==> src/rtl/dbg_pkg.sv <==
package dbg_pkg;
    // bit positions inside the two-bit watch enable field
    localparam int WEN_ADDR = 0;
    localparam int WEN_INSN = 1;
    localparam int WEN_W    = 2;
endpackage

==> src/rtl/dbg_watch_cmp.sv <==
module dbg_watch_cmp #(
    parameter int W = 13
) (
    input  logic         en_i,
    input  logic [W-1:0] live_i,
    input  logic [W-1:0] ref_i,
    output logic         hit_o
);
    logic same;

    always_comb begin
        same  = (live_i == ref_i);
        hit_o = en_i && same;
    end
endmodule

==> src/rtl/dbg_step_ctrl.sv <==
module dbg_step_ctrl #(
    parameter int STEP_W = 6
) (
    input  logic              clk,
    input  logic              rst,
    input  logic              hit_i,
    input  logic              go_i,
    input  logic [STEP_W-1:0] num_i,
    input  logic              run_always_i,
    output logic              may_exec_o,
    output logic              stepping_o
);
    typedef struct packed {
        logic [STEP_W-1:0] left;
        logic              halted;
    } step_st_t;

    step_st_t st_d, st_q;
    logic     budget_nz;

    always_comb begin
        st_d       = st_q;
        budget_nz  = (st_q.left != '0);
        may_exec_o = !hit_i && !st_q.halted && (run_always_i || budget_nz);
        stepping_o = budget_nz;
        if (rst) begin
            st_d = '0;
        end else if (hit_i) begin
            st_d.left   = '0;
            st_d.halted = 1'b1;
        end else if (go_i) begin
            st_d.left   = num_i;
            st_d.halted = 1'b0;
        end else if (may_exec_o && budget_nz) begin
            st_d.left = st_q.left - 1'b1;
        end
    end

    always_ff @(posedge clk) begin
        st_q <= st_d;
    end


    hit_clear_chk: assert property (@(posedge clk) disable iff (rst)
        hit_i |=> (!stepping_o && !may_exec_o));


    load_chk: assert property (@(posedge clk) disable iff (rst)
        (go_i && !hit_i) |=> (stepping_o == ($past(num_i) != '0)));


    count_down_chk: assert property (@(posedge clk) disable iff (rst)
        (may_exec_o && stepping_o && !go_i) |=> (st_q.left == $past(st_q.left) - 1'b1));


    halt_hold_chk: assert property (@(posedge clk) disable iff (rst)
        (st_q.halted && !go_i) |=> !may_exec_o);
endmodule

==> src/rtl/dbg_step_gate.sv <==
module dbg_step_gate
    import dbg_pkg::*;
#(
    parameter int ADDR_W = 13,
    parameter int INSN_W = 14,
    parameter int STEP_W = 6
) (
    input  logic              clk,
    input  logic              rst,
    input  logic [ADDR_W-1:0] pc_addr_i,
    input  logic [INSN_W-1:0] insn_i,
    input  logic [ADDR_W-1:0] watch_addr_i,
    input  logic [INSN_W-1:0] watch_insn_i,
    input  logic [WEN_W-1:0]  watch_en_i,
    input  logic [STEP_W-1:0] step_num_i,
    input  logic              step_go_i,
    input  logic              run_always_i,
    input  logic              hold_rst_i,
    output logic              may_exec_o,
    output logic              watch_hit_o,
    output logic              stepping_o,
    output logic              core_rst_o,
    output logic              core_clk_en_o
);
    logic addr_hit, insn_hit;

    dbg_watch_cmp #(.W(ADDR_W)) u_addr_cmp (
        .en_i   (watch_en_i[WEN_ADDR]),
        .live_i (pc_addr_i),
        .ref_i  (watch_addr_i),
        .hit_o  (addr_hit)
    );

    dbg_watch_cmp #(.W(INSN_W)) u_insn_cmp (
        .en_i   (watch_en_i[WEN_INSN]),
        .live_i (insn_i),
        .ref_i  (watch_insn_i),
        .hit_o  (insn_hit)
    );

    always_comb begin
        watch_hit_o   = addr_hit || insn_hit;
        core_rst_o    = rst || hold_rst_i;
        core_clk_en_o = may_exec_o || rst;
    end

    dbg_step_ctrl #(.STEP_W(STEP_W)) u_step (
        .clk          (clk),
        .rst          (rst),
        .hit_i        (watch_hit_o),
        .go_i         (step_go_i),
        .num_i        (step_num_i),
        .run_always_i (run_always_i),
        .may_exec_o   (may_exec_o),
        .stepping_o   (stepping_o)
    );


    rst_clocks_chk: assert property (@(posedge clk)
        rst |-> core_clk_en_o);
endmodule

==> config.mk <==
export PLATFORM = sky130hd
export DESIGN_NAME = dbg_step_gate
export DESIGN_NICKNAME = d
export VERILOG_FILES = /design/src/rtl/dbg_pkg.sv /design/src/rtl/dbg_watch_cmp.sv /design/src/rtl/dbg_step_ctrl.sv /design/src/rtl/dbg_step_gate.sv
export SDC_FILE = /design/constraint.sdc
export NUM_CORES = 1
export LEC_CHECK = 0
export CORE_UTILIZATION = 27
export CTS_CLUSTER_DIAMETER = 100
export DETAILED_ROUTE_END_ITERATION = 8
export PLACE_DENSITY = 0.8
export SLEW_MARGIN = 20
export SYNTH_ARGS = -nofsm -noshare
export SYNTH_HDL_FRONTEND = slang
export SYNTH_SLANG_ARGS = --single-unit
==> constraint.sdc <==
create_clock -name clk -period 1.7 [get_ports clk]
set_clock_uncertainty 0.15 [all_clocks]
set_input_delay 0.34 -clock clk [delete_from_list [all_inputs] [get_ports clk]]
set_output_delay 0.34 -clock clk [all_outputs]
set_load 0.05 [all_outputs]
After elaboration in Yosys (flattened, before gate mapping)
Cells that the tools add are included.
{ "op_classes": {"add_sub_neg": 1, "n_div": 0, "n_eq_ne": 2, "n_reduce_logical": 15, "n_mux": 4, "n_shift": 0, "bitwise_logic": 0, "n_lt_le_gt_ge": 0, "n_mul": 0} }
{ "ops": {"columns": ["cell", "count"], "rows": [
  ["$eq 14x14->1", 1],
  ["$eq 13x13->1", 1],
  ["$mux 6", 2],
  ["$reduce_bool 6->1", 1],
  ["$sub 6x1->6 const B", 1],
  ["$logic_and 1x1->1", 5],
  ["$logic_or 1x1->1", 4],
  ["$reduce_bool 2->1", 2],
  ["$logic_not 1->1", 2],
  ["$mux 1", 2],
  ["$reduce_or 2->1", 1]
]} }
{ "totals": {"ram_bits": 0, "output_inout_bits": 5, "romBits": 0, "latch_bits": 0, "register_bits": 7, "n_memories": 0} }

Depth between registers and ports, before layout
Gate-level depths: netlist of the first run.
{ "logic_depth": {"word_depth": 9, "depth_mapped": 7} }

Hierarchy
From an unflattened synthesis of the first run, not the netlist that was laid out.
{ "hier_totals": {"cells_unflattened": 88, "area_unflattened_um2": 733.2} }
{ "by_module_without_submodules": {"columns": ["module", "cells_per_inst", "seq_area_each_um2", "area_per_inst_um2", "instances"], "rows": [
  ["dbg_step_ctrl", 48, 140.1, 406.6, 1],
  ["dbg_watch_cmp (u_insn_cmp)", 19, 0.0, 158.9, 1],
  ["dbg_watch_cmp (u_addr_cmp)", 18, 0.0, 148.9, 1],
  ["dbg_step_gate", 3, 0.0, 18.8, 1]
]} }

Worst setup path after synthesis of the first run
OpenSTA, ideal clock, no wires.
{ "synth_path": {"path_kind": "register to output", "start": "register u_step.st_q[1] in the netlist's numbering", "end": "output may_exec_o", "stages_incl_launch_ff": 8, "arrival_time_ns": 1.746, "path_slack_ns": -0.536, "required_time_ns": 1.210, "path_cell_list": "dfxtp_1 -> inv_1 -> ha_1 -> nor3b_2 -> nand2_1 -> nor2_1 -> nor2_1 -> and2_1"} }
{ "synth_between": {"elab_chain_cells": 3} }
{ "synth_rtl": {"columns": ["element", "line", "rtl"], "rows": [
  ["start: declaration", "dbg_step_ctrl.sv:18", "step_st_t st_d, st_q;"],
  ["start signal: assignment", "dbg_step_ctrl.sv:40", "st_q <= st_d;"],
  ["$reduce_bool 6->1", "dbg_step_ctrl.sv:23", "budget_nz = (st_q.left != '0);"],
  ["named net stepping_o", "dbg_step_gate.sv:21", "output logic stepping_o,"],
  ["$logic_or 1x1->1", "dbg_step_ctrl.sv:24", "may_exec_o = !hit_i && !st_q.halted && (run_always_i || budget_nz);"],
  ["$logic_and 1x1->1", "dbg_step_ctrl.sv:24", null],
  ["end: declaration", "dbg_step_gate.sv:19", "output logic may_exec_o,"]
]} }
The timed path passes the listed nets, and every way through them passes these cells.

Worst setup path after layout of the first run
{ "layout_path": {"start": "register u_step.st_q[2] in the netlist's numbering", "end": "output core_clk_en_o"} }
{ "layout_between": {"elab_chain_cells": 4} }
{ "layout_rtl": {"columns": ["element", "line", "rtl"], "rows": [
  ["$reduce_bool 6->1", "dbg_step_ctrl.sv:23", null],
  ["$logic_or 1x1->1", "dbg_step_ctrl.sv:24", null],
  ["$logic_and 1x1->1", "dbg_step_ctrl.sv:24", null],
  ["$logic_or 1x1->1", "dbg_step_gate.sv:44", "core_clk_en_o = may_exec_o || rst;"],
  ["end: declaration", "dbg_step_gate.sv:23", "output logic core_clk_en_o"]
]} }
Every way passes these cells.

==> results.toml, run 1 <==
[sta]
fmax_mhz = 490
finalHoldViolCount = 0
worst_pin_slew_ns = 0.410
slew-limit-headroom_pct = 72.3
whs_ns = 0.283
finalCritPeriodShare_pct = 120
worst_slack_ns = -0.341
setup_tns_ns = -1.54
fin_crit_ns = 2.04
final-setup-viol-count = 9
final_max_slew_viol_count = 0
rsz0062_at_grt = "yes"

[run_status]
violations = "negative setup slack"
outcome = "finished, violations left"

[routing]
viasPerCell = 4.58
routed_wirelength_mm = 2.72
drt_iter0_drc = 6
drt-met1-wl_um = 969
firstDrtPassIters = 3
top_layer = "met4"
drc = 0
vias = 993
ant_nets = 0
routed-wl-met2_mm = 1.49
route.met3.wl_um = 190
wl_per_cell_um = 12.5

[layout]
fill_cells = 232
reg.largest.list = "u_step.st_q: 7 flops"
fin_nets = 257
stdcell_count = 217
regMostFlops = "u_step.st_q"
largest_reg_flops = 7
drive_gt1_share_pct = 48.1
n_antenna_cell = 0
syn_to_final_growth_pct = 117

[grt]
gr-total-overflow = 0
track_usage_pct = 18.3
grt_start_max_net_pins = 14
antenna_found_initial = 0
grt_pass1_vias = 1098
grt_pass1_wl_mm = 4.42

[logic_synthesis]
synth.most_common_cell = "xnor2_1"
async_reset_ff_share_pct = 0
synth.top_cells.by_area = "xnor2_1 (29%), dfxtp_1 (18%), xor2_1 (4.6%)"
ys_ff_latch = 7
synth_area_um2 = 768
yosysTopAreaCellShare_pct = 28.5
ys_types = 29
synth.avg_cell_area_um2 = 8.26
synth.net_count = 162
yosysTopAreaCell = "xnor2_1"
ys.flop_type = "dfxtp_1"
yosysSeqAreaShare_pct = 18.2
synthTopCellsByCount = "xnor2_1 (25), dfxtp_1 (7), nand2_1 (6)"
synthCells = 93
synth_edf_count = 0
yosys_warnings = 0

[clocking]
clk_pin_slew_ns = 0.05
cts_tree = "yes"
h-tree-depth = 1
cts_root_buf = "clkbuf_4"
clock_sinks = 7
cts.path.max_buffers = 2
clock_latency_ns = 0.25
cts_made_buffers = 3
cts_hold_buf = 0

[power]
powerDensity_nw_per_um2 = 508
p_leak_nw = 0.775
ir_drop_uv = 397

[worst_setup_path]
crit_path_max_fanout = 2
worstSetupEndpointType = "output pin"
crit_arrival_ns = 1.55
start_kind = "flip-flop"
path_class = "reg -> out"
required_ns = 1.21

[floorplan]
num_rows = 18
die_area_um2 = 3060
fp.dieH_um = 55.3
core_um2 = 2590
io-pin-count = 72
start_util_pct = 29.7
die_w_um = 55.3

[placement]
portBuffers = 71
dp_hpwl_mm = 2.35
post-place-cells = 209
routabilityCongestion = 0.714
dp_slack_ns = -0.707

[min_path]
hp-class = "in -> reg"

[job]
cap_violations = 0
## kinds of logic (layout without fill, tap and decap cells)
group,after synthesis,after routing,share of synthesized area [%]
buffers and inverters,4,98,2.44
DFF,7,7,18.2
adders and majority gates,2,2,3.26
and+or+nand+nor,34,34,26.5
AOI/OAI and AO/OA,15,15,13.8
muxes,2,2,2.61
xor gates and xnor gates,29,29,33.1
## where the power goes
part / switching (W) / leakage, nW / internal, W
combinational: 0.000208 / 0.702 / 0.000296
clock: 0.0000612 / 0.0150 / 0.0000895
sequential: 0.0000114 / 0.0585 / 0.000181
total: 0.000281 / 0.775 / 0.000567
## metrics by stage
stage,utilization [%],area (um2),power (W)
after global routing,64.3,1670,0.000911
final,64.3,1670,0.000847
after global placement,64.6,1670,0.000666
after CTS,61.8,1600,0.000802
after floorplan,-,812,0.000420
after detailed placement,64.6,1670,0.000678
## final cells by class
cell class                 instances  area, um2  area share, %
clock buffer                       4       26.3           1.58
inverter                           3       13.8          0.826
multi-input combinational         82        718           43.1
sequential                         7        143           8.56
tap                               30       37.5           2.25
timing repair buffer              91        728           43.7
## cell usage in the layout (no fill, tap or decap), drive strengths merged, types with 2 or more instances in the layout
master and n:
ha 2, clkbuf 10, xnor2 25, nand4 5, clkdlybuf4s15 2, dfxtp 7, nor2 5, and3 3
nand2 6, buf 53, xor2 4, a211oi 2, inv 3, o21ai 4, nor4 3, dlygate4sd2 19
nand2b 3, mux2i 2, and2 4, a21oi 5, clkdlybuf4s50 10
## path summary, 6_finish.rpt
check	cells past startpoint	to	startpoint	slack, ns
worst max-delay path	8	core_clk_en_o	u_step.st_q[2]	-0.34
worst min-delay path	3	u_step.st_q[0]	rst	0.28
worst max register to register	9	u_step.st_q[3]	u_step.st_q[2]	-0.12
worst min register to register	2	u_step.st_q[0]	u_step.st_q[0]	0.48
## metal layers
metal	up-vias	global-route usage, %
met5	-	0
met4	0	10.7
met3	6	4.45
met2	47	35.3
met1	430	17.1
li1	510	-
## critical path: stages (launching register included)
cell and delay, ns:
dfxtp_2 0.32, inv_2 0.07, ha_4 0.12, nor3b_4 0.23, nand2_4 0.08, nor2_4 0.09
nor2_2 0.04, a21o_2 0.21, buf_8 0.15
## what timing repair did
item / in CTS / in global routing
endpoints found under the setup margin: 12 / 11
setup buffers: 2 / 2
gates resized for setup: 136 / 32
pin swaps: 40 / 12
Power figures use the tool's default switching activity.
==> inputs of run 2 (changes only) <==
- CAP_MARGIN: unset -> 30
- CELL_PAD_IN_SITES_DETAIL_PLACEMENT: unset -> 0
- CELL_PAD_IN_SITES_GLOBAL_PLACEMENT: unset -> 1
- CORE_UTILIZATION: 27 -> 18
- PLACE_DENSITY: 0.8 -> 0.81
==> run 2 against run 1 <==
Net effect:
- the flow still finishes with violations (negative setup slack)
- final area grew 6.9%
- clock power increased by 53%
- cell count increased by 10%
- core utilization is 20 points lower
- worst setup slack lost 0.0087 ns
- maximum frequency shrank 0.43%
- die area up 48%
- routed wire length is 5.2% lower
- largest cell class is now multi-input combinational cells
- combinational power about the same
- non-clock buffer count grew 2
- count of clock-buffer cells in the layout stayed put
- critical endpoint unchanged
- global-route usage fell by 6.3 points
==> results.toml, run 2 (synthesis results as in run 1) <==
[run_status]
outcome = "finished, violations left"
violations = "negative setup slack"

[routing]
vias = 997
routed_wirelength_mm = 2.58
viasPerCell = 4.17
drc = 0
firstDrtPassIters = 4
ant_nets = 0
wl_per_cell_um = 10.8
drt_iter0_drc = 16

[layout]
syn_to_final_growth_pct = 132
reg.largest.list = "u_step.st_q: 7 flops"
regMostFlops = "u_step.st_q"
drive_gt1_share_pct = 52.9
largest_reg_flops = 7
final_cell_mix = "buf_2 (21), xnor2_1 (20), buf_4 (19), dlygate4sd2_1 (17), buf_6 (11)"
fin_nets = 259
n_antenna_cell = 0
final_common_cell = "buf_2"

[floorplan]
io-pin-count = 72
start_util_pct = 18.9
die_w_um = 67.3
core_um2 = 4060
fp.dieH_um = 67.3
die_area_um2 = 4530
num_rows = 23

[placement]
dp_hpwl_mm = 2.16
routabilityCongestion = 0.700
portBuffers = 71

[job]
cap_violations = 0

[power]
ir_drop_uv = 214
powerDensity_nw_per_um2 = 521
p_leak_nw = 0.808

[grt]
grt_pass1_wl_mm = 4.11
grt_pass1_vias = 1017
grt_start_max_net_pins = 14
antenna_found_initial = 0
gr-total-overflow = 0
track_usage_pct = 12.0

[clocking]
clock_latency_ns = 0.23
clk_pin_slew_ns = 0.04
cts_tree = "yes"
h-tree-depth = 1
cts_made_buffers = 3
cts.path.max_buffers = 2
cts_root_buf = "clkbuf_8"
clock_sinks = 7

[min_path]
hp-class = "in -> reg"
min_path_cells = 3
hold_path_end = "u_step.st_q[0]"
worstHoldStart = "rst"

[worst_setup_path]
reg2reg_depth = 8
crit_arrival_ns = 1.56
worstSetupEndpointType = "output pin"
rrSetupSlack_ns = -0.21
start_kind = "flip-flop"
reg2reg_to = "u_step.st_q[4]"
required_ns = 1.21
r2r_start = "u_step.st_q[2]"
path_class = "reg -> out"
crit_path_max_fanout = 2

[sta]
slew-limit-headroom_pct = 73.4
rsz0062_at_grt = "yes"
final-setup-viol-count = 6
setup_tns_ns = -1.44
whs_ns = 0.453
worst_slack_ns = -0.350
final_max_slew_viol_count = 0
fin_crit_ns = 2.05
fmax_mhz = 488
finalHoldViolCount = 0
worst_pin_slew_ns = 0.398
finalCritPeriodShare_pct = 121
## run 2: changes by cell type in the layout (fill, tap and decap cells not counted), sizes merged
cell / delta
clkdlybuf4s15: -1
clkdlybuf4s50: -1
dlygate4sd2: -2
buf: +2
clkbuf: +4
## run 2: where the power goes
| part | leakage [nW] | switching (W) | internal, W |
|---|---|---|---|
| logic | 0.727 | 0.000209 | 0.000295 |
| registers | 0.0585 | 0.0000117 | 0.000182 |
| clock network | 0.0228 | 0.0000689 | 0.000162 |
| total | 0.808 | 0.000290 | 0.000639 |
## run 2: how the worst max path moves through the flow
stage	slack, ns	startpoint	end
3_3_place_gp	-0.69	watch_addr_i[5]	core_clk_en_o
4_1_cts	-0.36	pc_addr_i[0]	core_clk_en_o
5_1_grt	-0.42	u_step.st_q[2]	core_clk_en_o
3_5_place_dp	-0.71	watch_addr_i[5]	core_clk_en_o
6_report	-0.35	u_step.st_q[1]	core_clk_en_o
2_1_floorplan	-0.24	u_step.st_q[2]	core_clk_en_o
## run 2: what timing repair did
item,in CTS,in global routing
gates resized for setup,153,35
pin swaps,44,11
endpoints found under the setup margin,12,12
hold buffers,0,0
buffers inserted,7,2
## run 2: final cells by class
class | instances | area [um2]
well taps | 50 | 62.6
flip-flops and latches | 7 | 143
inverters | 3 | 13.8
clock buffers | 4 | 45.0
multi-input cells | 82 | 769
fillers | 415 | 2280
repair buffers | 93 | 748
## run 2: per-layer routing
layer  part of all wire, %  vias to the layer above  global-route usage, %
li1                      -                      511                      -
met1                    36                      446                   12.4
met2                    59                       38                   23.8
met3                   4.6                        2                   1.69
met4                  0.31                        0                   4.79
met5                     0                        -                      0
## run 2: stage by stage
stage	setup WS (ns)	power (W)	instance area (um2)	utilization [%]	std cells
2_1_floorplan	-0.242	0.000420	812	-	93
3_3_place_gp	-0.692	0.000664	1700	41.8	229
3_5_place_dp	-0.714	0.000675	1700	41.8	229
4_1_cts	-0.356	0.000915	1730	42.5	238
5_1_grt	-0.420	0.000996	1780	43.9	239
6_report	-0.350	0.000929	1780	43.9	239
## run 2: worst max-delay path, cell delays in order (launching register included)
cell     delay, ns
dfxtp_2       0.32
inv_2         0.07
ha_4          0.12
nor3b_4       0.23
nand2_4       0.08
nor2_4        0.09
nor2_2        0.04
a21o_2        0.23
buf_8         0.15
